**src/rtl/uartif_pkg.sv**
```systemverilog
package uartif_pkg;
  localparam int unsigned NREG = 11;

  localparam int unsigned IDX_LINE  = 0;
  localparam int unsigned IDX_CTRL  = 1;
  localparam int unsigned IDX_QCFG  = 2;
  localparam int unsigned IDX_MCFG  = 3;
  localparam int unsigned IDX_STAT  = 4;
  localparam int unsigned IDX_ERR   = 5;
  localparam int unsigned IDX_QSTAT = 6;
  localparam int unsigned IDX_MSTAT = 7;
  localparam int unsigned IDX_TXH   = 8;
  localparam int unsigned IDX_RXH   = 9;
  localparam int unsigned IDX_DIV   = 10;

  localparam int unsigned CB_LOOP   = 5;
  localparam int unsigned CB_RXLVL  = 8;
  localparam int unsigned CB_TXLVL  = 9;
  localparam int unsigned CB_EXTCLK = 10;

  localparam int unsigned SB_RXRDY  = 0;
  localparam int unsigned SB_TXBE   = 1;
  localparam int unsigned SB_TXE    = 2;

  localparam int unsigned NIRQ   = 2;
  localparam int unsigned IRQ_TX = 0;
  localparam int unsigned IRQ_RX = 1;
endpackage

```
**src/rtl/uartif_regs.sv**
```systemverilog
module uartif_regs
  import uartif_pkg::*;
#(
  parameter int unsigned ADDR_W = 8,
  parameter int unsigned DATA_W = 32,
  parameter int unsigned DIV_W  = 16
) (
  input  logic              clk,
  input  logic              rst_n,
  input  logic [ADDR_W-1:0] addr,
  input  logic              wr,
  input  logic [DATA_W-1:0] wdata,
  input  logic              rd,
  output logic [DATA_W-1:0] rdata,
  output logic [DATA_W-1:0] ctrl_o,
  output logic [DATA_W-1:0] status_o,
  output logic [DIV_W-1:0]  div_o,
  output logic              div_wr_o,
  output logic [NIRQ-1:0]   set_lvl_o,
  output logic [NIRQ-1:0]   set_pls_o,
  output logic [NIRQ-1:0]   clr_o
);
  localparam int unsigned WORD_W = ADDR_W - 2;
  localparam int unsigned IDX_W  = $clog2(NREG);
  localparam logic [WORD_W-1:0] NREG_W = WORD_W'(NREG);
  localparam logic [DATA_W-1:0] STAT_RST =
    DATA_W'((1 << SB_TXBE) | (1 << SB_TXE));

  logic [DATA_W-1:0] regs_q [NREG];
  logic [DATA_W-1:0] regs_d [NREG];
  logic [WORD_W-1:0] word;
  logic [IDX_W-1:0]  idx;
  logic              hit, wr_hit, rd_hit;
  logic              tx_wr, rx_rd, ctl_wr, loop_on;

  assign word   = addr[ADDR_W-1:2];
  assign hit    = (addr[1:0] == 2'b00) && (word < NREG_W);
  assign idx    = word[IDX_W-1:0];
  assign wr_hit = wr && hit;
  assign rd_hit = rd && hit;
  assign tx_wr  = wr_hit && (idx == IDX_W'(IDX_TXH));
  assign rx_rd  = rd_hit && (idx == IDX_W'(IDX_RXH));
  assign ctl_wr = wr_hit && (idx == IDX_W'(IDX_CTRL));
  assign loop_on = regs_q[IDX_CTRL][CB_LOOP];

  always_comb begin
    for (int i = 0; i < NREG; i++) regs_d[i] = regs_q[i];
    if (wr_hit) regs_d[idx] = wdata;
    if (rx_rd) regs_d[IDX_STAT][SB_RXRDY] = 1'b0;
    if (tx_wr) begin
      regs_d[IDX_STAT][SB_TXBE] = 1'b1;
      regs_d[IDX_STAT][SB_TXE]  = 1'b1;
      if (loop_on) begin
        regs_d[IDX_RXH]            = wdata;
        regs_d[IDX_STAT][SB_RXRDY] = 1'b1;
      end
    end
  end

  always_ff @(posedge clk or negedge rst_n) begin
    if (!rst_n) begin
      for (int i = 0; i < NREG; i++)
        regs_q[i] <= (i == IDX_STAT) ? STAT_RST : '0;
    end else begin
      for (int i = 0; i < NREG; i++) regs_q[i] <= regs_d[i];
    end
  end

  always_comb begin
    set_lvl_o[IRQ_TX] = (tx_wr && regs_q[IDX_CTRL][CB_TXLVL]) ||
                        (ctl_wr && wdata[CB_TXLVL]);
    set_pls_o[IRQ_TX] = tx_wr && !regs_q[IDX_CTRL][CB_TXLVL];
    clr_o[IRQ_TX]     = ctl_wr && !wdata[CB_TXLVL];
    set_lvl_o[IRQ_RX] = tx_wr && loop_on && regs_q[IDX_CTRL][CB_RXLVL];
    set_pls_o[IRQ_RX] = tx_wr && loop_on && !regs_q[IDX_CTRL][CB_RXLVL];
    clr_o[IRQ_RX]     = (rx_rd && regs_q[IDX_CTRL][CB_RXLVL]) ||
                        (ctl_wr && wdata[CB_RXLVL]);
  end

  assign rdata    = hit ? regs_q[idx] : '1;
  assign ctrl_o   = regs_q[IDX_CTRL];
  assign status_o = regs_q[IDX_STAT];
  assign div_o    = regs_q[IDX_DIV][DIV_W-1:0];
  assign div_wr_o = wr_hit && (idx == IDX_W'(IDX_DIV));
endmodule

```
**src/rtl/uartif_irq.sv**
```systemverilog
module uartif_irq (
  input  logic clk,
  input  logic rst_n,
  input  logic set_lvl,
  input  logic set_pls,
  input  logic clr,
  output logic irq
);
  logic held_q, held_d, pls_q, pls_d;

  always_comb begin
    held_d = held_q;
    if (clr)     held_d = 1'b0;
    if (set_lvl) held_d = 1'b1;
    pls_d = set_pls;
  end

  always_ff @(posedge clk or negedge rst_n) begin
    if (!rst_n) begin
      held_q <= 1'b0;
      pls_q  <= 1'b0;
    end else begin
      held_q <= held_d;
      pls_q  <= pls_d;
    end
  end

  assign irq = held_q | pls_q;
endmodule

```
**src/rtl/uartif_baud.sv**
```systemverilog
module uartif_baud #(
  parameter int unsigned DIV_W = 16
) (
  input  logic             clk,
  input  logic             rst_n,
  input  logic             pclk_en,
  input  logic             ext_en,
  input  logic             sel_ext,
  input  logic [DIV_W-1:0] div,
  input  logic             reload,
  output logic             tick
);
  logic [DIV_W-1:0] cnt_q, cnt_d;
  logic             tick_q, tick_d, en;

  assign en = sel_ext ? ext_en : pclk_en;

  always_comb begin
    cnt_d  = cnt_q;
    tick_d = 1'b0;
    if (reload) begin
      cnt_d = '0;
    end else if (en) begin
      if (cnt_q == div) begin
        cnt_d  = '0;
        tick_d = 1'b1;
      end else begin
        cnt_d = cnt_q + 1'b1;
      end
    end
  end

  always_ff @(posedge clk or negedge rst_n) begin
    if (!rst_n) begin
      cnt_q  <= '0;
      tick_q <= 1'b0;
    end else begin
      cnt_q  <= cnt_d;
      tick_q <= tick_d;
    end
  end

  assign tick = tick_q;
endmodule

```
**src/rtl/uartif_top.sv**
```systemverilog
module uartif_top
  import uartif_pkg::*;
#(
  parameter int unsigned ADDR_W = 8,
  parameter int unsigned DATA_W = 32,
  parameter int unsigned DIV_W  = 16
) (
  input  logic              clk,
  input  logic              rst_n,
  input  logic [ADDR_W-1:0] bus_addr,
  input  logic              bus_wr,
  input  logic [DATA_W-1:0] bus_wdata,
  input  logic              bus_rd,
  output logic [DATA_W-1:0] bus_rdata,
  input  logic              pclk_en,
  input  logic              extclk_en,
  output logic              baud_tick,
  output logic              irq_tx,
  output logic              irq_rx
);
  logic [DATA_W-1:0] ctrl_w, status_w;
  logic [DIV_W-1:0]  div_w;
  logic              div_wr_w;
  logic [NIRQ-1:0]   set_lvl_w, set_pls_w, clr_w, irq_w;

  uartif_regs #(.ADDR_W(ADDR_W), .DATA_W(DATA_W), .DIV_W(DIV_W)) u_regs (
    .clk(clk), .rst_n(rst_n), .addr(bus_addr), .wr(bus_wr),
    .wdata(bus_wdata), .rd(bus_rd), .rdata(bus_rdata),
    .ctrl_o(ctrl_w), .status_o(status_w), .div_o(div_w),
    .div_wr_o(div_wr_w), .set_lvl_o(set_lvl_w), .set_pls_o(set_pls_w),
    .clr_o(clr_w)
  );

  for (genvar g = 0; g < NIRQ; g++) begin : g_irq
    uartif_irq u_irq (
      .clk(clk), .rst_n(rst_n), .set_lvl(set_lvl_w[g]),
      .set_pls(set_pls_w[g]), .clr(clr_w[g]), .irq(irq_w[g])
    );
  end

  assign irq_tx = irq_w[IRQ_TX];
  assign irq_rx = irq_w[IRQ_RX];

  uartif_baud #(.DIV_W(DIV_W)) u_baud (
    .clk(clk), .rst_n(rst_n), .pclk_en(pclk_en), .ext_en(extclk_en),
    .sel_ext(ctrl_w[CB_EXTCLK]), .div(div_w), .reload(div_wr_w),
    .tick(baud_tick)
  );
endmodule

```
**config.mk**
```make
export PLATFORM = sky130hd
export DESIGN_NAME = uartif_top
export DESIGN_NICKNAME = d
export VERILOG_FILES = /design/src/rtl/uartif_pkg.sv /design/src/rtl/uartif_regs.sv /design/src/rtl/uartif_irq.sv /design/src/rtl/uartif_baud.sv /design/src/rtl/uartif_top.sv
export SDC_FILE = /design/constraint.sdc
export NUM_CORES = 1
export LEC_CHECK = 0
export ABC_AREA = 1
export BUFFER_PORTS_ARGS = -buffer_cell sky130_fd_sc_hd__clkbuf_2
export CAP_MARGIN = 0
export CORE_UTILIZATION = 44
export CTS_BUF_LIST = sky130_fd_sc_hd__clkbuf_4 sky130_fd_sc_hd__clkbuf_8 sky130_fd_sc_hd__clkbuf_16
export DETAILED_ROUTE_END_ITERATION = 8
export HOLD_SLACK_MARGIN = 0.12
export PLACE_DENSITY = 0.59
export SLEW_MARGIN = 30
export SYNTH_ARGS = -nofsm -noshare
export SYNTH_HDL_FRONTEND = slang
export SYNTH_SLANG_ARGS = --single-unit
```
**constraint.sdc**
```tcl
create_clock -name clk -period 1.5 [get_ports clk]
set_input_delay 0.225 -clock clk [delete_from_list [all_inputs] [get_ports clk]]
set_output_delay 0.225 -clock clk [all_outputs]
set_load 0.02 [all_outputs]
```
==> results of run 1 <==
-- metal layers --
| layer | vias up | GRT usage [%] | routed length, um |
|---|---|---|---|
| met5 | - | 0 | 0 |
| met2 | 537 | 44.7 | 25000 |
| li1 | 6909 | - | - |
| met1 | 7086 | 39.7 | 23800 |
| met3 | 111 | 3.83 | 3210 |
| met4 | 0 | 11.5 | 2110 |
-- registers in the layout, summed over array words and instances (netlist names) --
signal	cells
u_regs.regs_q	272
u_regs.ctrl_o	32
u_regs.status_o	32
u_baud.cnt_q	16
u_regs.div_o	16
g_irq.u_irq.held_q	2
g_irq.u_irq.pls_q	2
u_baud.tick	1
-- metrics by stage --
step                TNS (ps)  power [mW]
floorplan                  0        11.9
global placement     -140590        13.0
detailed placement   -146300        13.1
CTS                   -11840        23.5
global route          -12990        24.4
finish                -10330        23.6
-- area by class of cell --
cell class                      count  area, um^2
Inverter                           84         319
Timing Repair Buffer              300        3060
Clock inverter                      5        57.6
Multi-Input combinational cell   1335        7020
Clock buffer                       67        1310
Sequential cell                   373        9340
Tap cell                          504         631
Fill cell                        3304       15100
-- worst max-delay path: stages, from the launching register on --
cell,delay (ps)
dfrtp_1,380
a22oi_1,180
nand2_1,90
a21oi_2,150
nand3_2,160
buf_8,180
-- Yosys cell counts (all sizes together) --
cell	count
a211oi	9
a21boi	1
a21oi	26
a22oi	151
and2	1
buf	77
clkbuf	49
dfrtp	371
dfstp	2
ha	1
inv	84
nand2	643
nand3	74
nand3b	1
nand4	16
nor2	42
nor3	2
o2111ai	2
o21ai	345
or2	2
xor2	19
-- how the worst max path moves through the flow --
stage / endpoint / slack (ps) / cells past startpoint
3_3_place_gp: u_baud.cnt_q[11]$_DFFE_PN0P_ / -560 / 10
4_1_cts: bus_rdata[2] / -430 / 5
3_5_place_dp: u_baud.cnt_q[8]$_DFFE_PN0P_ / -540 / 10
2_1_floorplan: bus_rdata[12] / 7 / 7
6_report: bus_rdata[2] / -410 / 5
5_1_grt: bus_rdata[2] / -470 / 5
-- logic make-up (layout without fill, tap and decap cells) --
logic type / Yosys count / count (layout) / share of synthesized area, %
adder cells (fa/ha/maj): 1 / 1 / 0.0753
AO/OA/AOI/OAI: 534 / 534 / 18.6
flip-flops: 373 / 373 / 56.2
AND/OR/NAND/NOR: 781 / 781 / 18.9
XOR/XNOR: 19 / 19 / 1.00
buffers and inverters: 210 / 456 / 5.26
-- repair_timing --
item	4_1_cts	5_1_grt
hold endpoints to repair	431	1
hold buffers	36	1
cloned	1	3
endpoints found under the setup margin	51	65
setup buffers	14	17
pin swaps	57	89
gates resized for setup	101	162
-- power breakdown --
group	switching [mW]	internal (mW)	leakage (nW)
clock network	4.08	6.12	0.692
logic	1.56	1.07	4.50
registers	0.306	10.5	5.10
==> results.yml, run 1 <==
power:
  peakVddDrop_mv: 0.969
  p_leak_nw: 10.3
  power_density_nw_per_um2: 1090
setup_path:
  r2r_end: "u_baud.cnt_q[9]$_DFFE_PN0P_"
  critical_path_class: "register to output port"
  worstPathRequired_ps: 1270
  crit_path_start: "u_regs.regs_q[66]$_DFFE_PN0P_"
  ff2ff_path_depth: 9
  cp_max_fo: 2
  startpoint_type: "register"
  arrival_ps: 1690
  r2r_slack_ps: -10
  timing.rr.start: "u_baud.cnt_q[0]$_DFFE_PN0P_"
  timing.critical_path.to_type: "output port"
synth:
  synth_nets: 1965
  syn_area_um2: 16600
  yosysWarnings: 0
  syn_area_per_cell_um2: 8.66
  syn-instance-count: 1918
  ys_seq_elements: 373
  ys_types: 30
  netlist.area_leader.share_pct: 55.9
  ys_seq_area_share_pct: 56.2
  synth_top_cell_by_area: "dfrtp_1"
  synth_area_leaders: "dfrtp_1 (56%), nand2_1 (15%), o21ai_1 (7.2%)"
timing:
  setup_slack_ps: -412
  slew-limit-headroom_pct: 66.7
  finalHoldViolCount: 0
  fmax_mhz: 523
  fin_worst_skew_ps: 9.15
  hold_slack_ps: 167
  drv_slew: 0
  period_share_pct: 127
  period_needed_ps: 1910
  setup_violations: 35
  tightest_slew_ps: 500
  rsz0062_at_grt: "yes"
global_routing:
  grt_pass1_vias: 14300
  grt.overflow.total: 0
  antenna_found_initial: 0
  grt_start_max_net_pins: 73
  grt_pass1_wl_um: 83700
  track_usage_pct: 28.4
placement:
  hpwl_um: 33600
  place_area_um2: 18800
  gp_congestion: 0.922
  dp_slack_ps: -537
  port_buffers: 80
  dp.cells: 2526
cells_and_area:
  final_common_cell: "nand2_1"
  mostFrequentLayoutCells: "nand2_1 (631), dfrtp_1 (365), o21ai_1 (239)"
  nets: 2182
  drive_gt1_share_pct: 23.3
  design_area_um2: 21700
  utilization_pct: 59.0
  diodes: 0
  instances_no_fill: 2668
  area_growth_syn_to_layout_pct: 30.9
detailed_routing:
  detail_route.wirelength_um: 54100
  wl_per_cell_um: 20.3
  first_pass_iters: 8
  dr.first_iter.drc_count: 1365
  via_count: 14600
  drc: 0
  ant_nets: 0
  routed_via_density: 5.49
clocking:
  clk_pin_slew_worst_paths_ps: 60
  clock_latency_ps: 540
  cts_tree: "built"
  htree_levels: 2
  cts_buffers: 41
  cts.path.max_buffers: 3
  cts_sinks: 373
  root_buffer: "clkbuf_16"
die:
  die_h_um: 196
  start_util_pct: 45.0
  die_w_um: 196
  core_um2: 36900
  dieArea_um2: 38500
  rows: 70
  io_pins: 81
status:
  outcome: "complete, but fails checks"
  violations: "setup timing"
job:
  maxCapViolCount: 0
min_path:
  min_path_type: "input port to asynchronous set/reset pin"
Note: power is estimated with default switching activity, not from simulation.
==> inputs of run 2 (changes only) <==
--- a/config.mk
+++ b/config.mk
@@ -8,11 +8,14 @@
 export ABC_AREA = 1
 export BUFFER_PORTS_ARGS = -buffer_cell sky130_fd_sc_hd__clkbuf_2
 export CAP_MARGIN = 0
+export CORE_MARGIN = 5
 export CORE_UTILIZATION = 44
 export CTS_BUF_LIST = sky130_fd_sc_hd__clkbuf_4 sky130_fd_sc_hd__clkbuf_8 sky130_fd_sc_hd__clkbuf_16
 export DETAILED_ROUTE_END_ITERATION = 8
 export HOLD_SLACK_MARGIN = 0.12
 export PLACE_DENSITY = 0.59
+export REMOVE_ABC_BUFFERS = 1
+export SKIP_CTS_REPAIR_TIMING = 1
 export SLEW_MARGIN = 30
 export SYNTH_ARGS = -nofsm -noshare
 export SYNTH_HDL_FRONTEND = slang
==> run 2 against run 1 <==
The run still ends with setup timing left; sequential power about the same; maximum frequency down 0.57%; clock-buffer cell count down 3; die area up 8.3%; combinational power down 6%; sequential cell count unchanged; sequential share of layout area about the same; via count down 0.16%; global-route usage down 3.7 points; non-clock buffer count up 6; design area up 0.14%; clock power about the same.
==> results.yml, run 2 (same netlist as run 1, synthesis figures left out) <==
status:
  outcome: "complete, but fails checks"
  violations: "setup timing"
cells_and_area:
  diodes: 0
  multi_input_area_um2: 7000
  nets: 2189
  mostFrequentLayoutCells: "nand2_1 (630), dfrtp_1 (363), o21ai_1 (243)"
  drive_gt1_share_pct: 23.3
  utilization_pct: 58.1
  regMostFlops: "u_regs.regs_q"
  area_growth_syn_to_layout_pct: 31.1
  largest_reg_flops: 272
  final_common_cell: "nand2_1"
  fill_cells: 3350
  register_area_um2: 9350
timing:
  fin_worst_skew_ps: 10.7
  setup_violations: 34
  finalHoldViolCount: 0
  tightest_slew_ps: 402
  rsz0062_at_grt: "yes"
  slew-limit-headroom_pct: 73.1
  fmax_mhz: 520
  setup_slack_ps: -423
  drv_slew: 0
  hold_slack_ps: 139
  period_needed_ps: 1920
  period_share_pct: 128
setup_path:
  cpLargestDelayFamily: "flip-flops"
  slowest_delay_ps: 370
  path_cells: "a22oi_1, nand2_1, a21oi_2, nand3_2, buf_6"
  worstPathRequired_ps: 1270
  critical_path_class: "register to output port"
  timing.critical_path.to_type: "output port"
  startpoint_type: "register"
  crit_buf_inv: 1
  arrival_ps: 1700
  cp_max_fo: 2
  cp_slowest_cell: "dfrtp_1"
die:
  core_um2: 37500
  die_w_um: 204
  dieArea_um2: 41700
  rows: 71
  die_h_um: 204
  start_util_pct: 44.3
  io_pins: 81
power:
  power_density_nw_per_um2: 1080
  peakVddDrop_mv: 0.913
  p_leak_nw: 10.3
  total_power_mw: 23.4
clocking:
  clk_pin_slew_worst_paths_ps: 60
  cts.path.max_buffers: 3
  htree_levels: 2
  cts_sinks: 373
  cts_buffers: 42
  root_buffer: "clkbuf_16"
  clock_latency_ps: 540
  cts_tree: "built"
placement:
  port_buffers: 80
  hpwl_um: 32800
  gp_congestion: 0.823
global_routing:
  grt_pass1_wl_um: 82000
  track_usage_pct: 24.8
  antenna_found_initial: 0
  grt.overflow.total: 0
  grt_pass1_vias: 14100
  grt_start_max_net_pins: 69
job:
  maxCapViolCount: 0
detailed_routing:
  wl_per_cell_um: 19.8
  via_count: 14600
  ant_nets: 0
  dr.first_iter.drc_count: 1398
  drc: 0
  detail_route.wirelength_um: 53000
  routed_via_density: 5.45
  first_pass_iters: 5
min_path:
  min_path_type: "input port to asynchronous set/reset pin"
-- run 2: cell types whose count changed in the layout (fill, tap and decap cells not counted), moves of 3 or more --
cell,previous run,this run
a22oi_1,114,111
a22oi_2,37,40
nand3_2,37,34
o21ai_1,239,243
o21ai_2,11,6
buf_6,21,50
clkbuf_16,43,47
inv_2,13,9
clkbuf_8,22,12
clkinvlp_4,0,3
buf_8,14,4
inv_1,69,75
-- run 2: final cells by class --
type | instances | area share, %
flip-flops and latches | 373 | 42.9
multi-input cells | 1335 | 32.2
repair buffers | 306 | 14.2
clock buffers | 64 | 6.01
well taps | 511 | 2.94
inverters | 84 | 1.45
clock inverters | 10 | 0.310
-- run 2: final timing paths --
path / from / slack [ps] / endpoint / cells past startpoint
max in group asynchronous: rst_n / 680 / u_regs.regs_q[135]$_DFFE_PN0P_ / 4
hold / removal: rst_n / 140 / u_regs.regs_q[185]$_DFFE_PN0P_ / 2
setup reg to reg: u_regs.div_o[13]$_DFFE_PN0P_ / 20 / u_baud.cnt_q[6]$_DFFE_PN0P_ / 10
setup / recovery: u_regs.regs_q[66]$_DFFE_PN0P_ / -420 / bus_rdata[2] / 5
min in group clk: extclk_en / 150 / u_baud.tick$_DFF_PN0_ / 6
hold reg to reg: u_regs.status_o[2]$_DFFE_PN1P_ / 460 / u_regs.status_o[2]$_DFFE_PN1P_ / 2
-- run 2: where the power goes --
part           total [mW]  internal (mW)  switching, mW
combinational        2.47           1.00           1.46
clock                10.2           6.02           4.16
sequential           10.8           10.5          0.282
-- run 2: per-stage QoR --
step	cell area [um^2]	cells	setup TNS [ps]	worst slack, ps
CTS	20200	2609	-12840	-489
global placement	18800	2535	-97150	-531
finish	21800	2683	-9750	-423
floorplan	16100	1792	-731220	-3460
global route	21800	2683	-12580	-473
detailed placement	18800	2535	-110770	-478
-- run 2: layer usage --
layer / share of wire, % / track usage [%]
met2: 47 / 39.7
met1: 45 / 35.5
met5: 0 / 0
met4: 2.4 / 6.20
met3: 5.5 / 3.94
==> inputs of run 3 (changes only) <==
--- a/config.mk
+++ b/config.mk
@@ -13,10 +13,11 @@
 export CTS_BUF_LIST = sky130_fd_sc_hd__clkbuf_4 sky130_fd_sc_hd__clkbuf_8 sky130_fd_sc_hd__clkbuf_16
 export DETAILED_ROUTE_END_ITERATION = 8
 export HOLD_SLACK_MARGIN = 0.12
-export PLACE_DENSITY = 0.59
+export PLACE_DENSITY = 0.58
 export REMOVE_ABC_BUFFERS = 1
 export SKIP_CTS_REPAIR_TIMING = 1
 export SLEW_MARGIN = 30
 export SYNTH_ARGS = -nofsm -noshare
 export SYNTH_HDL_FRONTEND = slang
+export SYNTH_HIERARCHICAL = 1
 export SYNTH_SLANG_ARGS = --single-unit
==> run 3 against run 2 <==
Sequential power about the same; maximum frequency up 6.5%; total power up 3.9%; global-route usage up 1.5 points; clock-buffer cell count up 2; the flow still finishes with violations (setup timing); register-to-register slack worse by 40 ps; clock power up 6%; sequential cell count unchanged; clock skew up 6.4 ps; largest power group unchanged; critical endpoint unchanged; worst setup slack better by 120 ps.
==> results.yml, run 3 <==
cells_and_area:
  area_growth_syn_to_layout_pct: 28.1
  utilization_pct: 56.9
  largest_reg_flops: 272
  drive_gt1_share_pct: 19.3
  mostFrequentLayoutCells: "nand2_1 (1274), dfrtp_1 (358), o21ai_0 (208)"
  regMostFlops: "u_regs/regs_q"
  final_common_cell: "nand2_1"
  design_area_um2: 23200
  nets: 2707
power:
  peakVddDrop_mv: 0.964
  p_leak_nw: 11.7
  power_density_nw_per_um2: 1050
min_path:
  hold_path_end: "u_baud/tick$_DFF_PN0_"
  min_path_type: "input port to register"
  hold-path-cell-count: 5
  min_from: "extclk_en"
synth:
  syn-instance-count: 2460
  syn_area_um2: 18100
  yosysWarnings: 6
  syn_area_per_cell_um2: 7.37
clocking:
  clock_latency_ps: 580
  clk_pin_slew_worst_paths_ps: 60
  cts.path.max_buffers: 3
  htree_levels: 2
  root_buffer: "clkbuf_16"
  cts_sinks: 373
  cts_tree: "built"
  cts_buffers: 45
die:
  io_pins: 81
  die_w_um: 213
  start_util_pct: 44.4
  die_h_um: 213
  dieArea_um2: 45300
  rows: 74
  core_um2: 40800
setup_path:
  timing.critical_path.to_type: "output port"
  startpoint_type: "register"
  cp_slowest_cell: "dfrtp_1"
  r2r_end: "u_baud/cnt_q[14]$_DFFE_PN0P_"
  slowest_delay_ps: 400
  path_cells: "nand2_1, nand3_2, a21oi_2, nand3_2, buf_6"
  timing.rr.start: "u_regs/div_o[7]$_DFFE_PN0P_"
  cp_max_fo: 3
  crit_buf_inv: 1
  arrival_ps: 1580
  r2r_slack_ps: -20
  critical_path_class: "register to output port"
  cpLargestDelayFamily: "flip-flops"
  worstPathRequired_ps: 1270
  ff2ff_path_depth: 9
  path_common_cell: "nand3_2"
placement:
  hpwl_um: 37800
  gp_congestion: 0.840
  place_area_um2: 20100
  port_buffers: 80
detailed_routing:
  first_pass_iters: 6
  detail_route.wirelength_um: 61700
  drc: 0
  wl_per_cell_um: 19.1
  ant_nets: 0
  via_count: 17000
  dr.first_iter.drc_count: 1759
  routed_via_density: 5.27
timing:
  tightest_slew_ps: 606
  fin_worst_skew_ps: 17.1
  period_share_pct: 120
  setup_slack_ps: -306
  setup_violations: 43
  rsz0062_at_grt: "yes"
  slew-limit-headroom_pct: 59.6
  finalHoldViolCount: 0
  drv_slew: 0
  period_needed_ps: 1810
  fmax_mhz: 554
global_routing:
  grt_start_max_net_pins: 53
  grt.overflow.total: 0
  antenna_found_initial: 1
  grt_pass1_wl_um: 92900
  grt_pass1_vias: 16200
  track_usage_pct: 26.3
job:
  maxCapViolCount: 0
status:
  outcome: "complete, but fails checks"
  violations: "setup timing"
[run 3: how the worst max path moves through the flow]
stage	from	end	slack, ps	cells after the start
final	u_regs/regs_q[34]$_DFF_PN0_	bus_rdata[2]	-310	5
after global placement	bus_addr[3]	bus_rdata[0]	-390	9
after global routing	u_regs/div_o[7]$_DFFE_PN0P_	bus_rdata[7]	-370	5
after CTS	u_regs/div_o[0]$_DFFE_PN0P_	bus_rdata[0]	-430	5
after detailed placement	bus_addr[3]	bus_rdata[4]	-400	9
after floorplan	bus_addr[2]	u_regs/regs_q[32]$_DFF_PN0_	-3320	9
[run 3: area by class of cell]
type | count | area, um^2
Antenna cell | 1 | 2.50
Clock buffer | 66 | 1340
Clock inverter | 16 | 130
Fill cell | 3804 | 17600
Inverter | 93 | 352
Multi-Input combinational cell | 1840 | 8240
Sequential cell | 373 | 9350
Tap cell | 532 | 666
Timing Repair Buffer | 307 | 3130
[run 3: per-stage QoR]
step / power [mW] / std cells / hold slack, ps / setup slack, ps / setup TNS, ps
CTS: 24.0 / 3129 / -364 / -433 / -11090
floorplan: 12.1 / 2305 / -70.6 / -3320 / -725990
global route: 25.3 / 3227 / 104 / -367 / -11610
global placement: 13.2 / 3047 / 242 / -393 / -83120
finish: 24.3 / 3228 / 59.0 / -306 / -8380
detailed placement: 13.2 / 3047 / 241 / -398 / -82060
[run 3: power breakdown]
| part | switching (mW) | internal [mW] | leakage (nW) |
|---|---|---|---|
| clock | 4.40 | 6.39 | 0.740 |
| combinational | 1.60 | 1.00 | 5.79 |
| sequential | 0.385 | 10.5 | 5.13 |
[run 3: metal layers]
metal | track usage (%) | vias up | part of all wire (%)
li1 | - | 8143 | -
met1 | 36.0 | 8151 | 43
met2 | 43.4 | 607 | 48
met3 | 3.47 | 123 | 6.0
met4 | 9.14 | 0 | 3.1
met5 | 0 | - | 0
[run 3: tightest hold or removal path, cell delays in order]
cell and delay (ps):
clkbuf_2 80, nand2_1 60, nand2_2 90, nand3_4 100
nor2_1 50
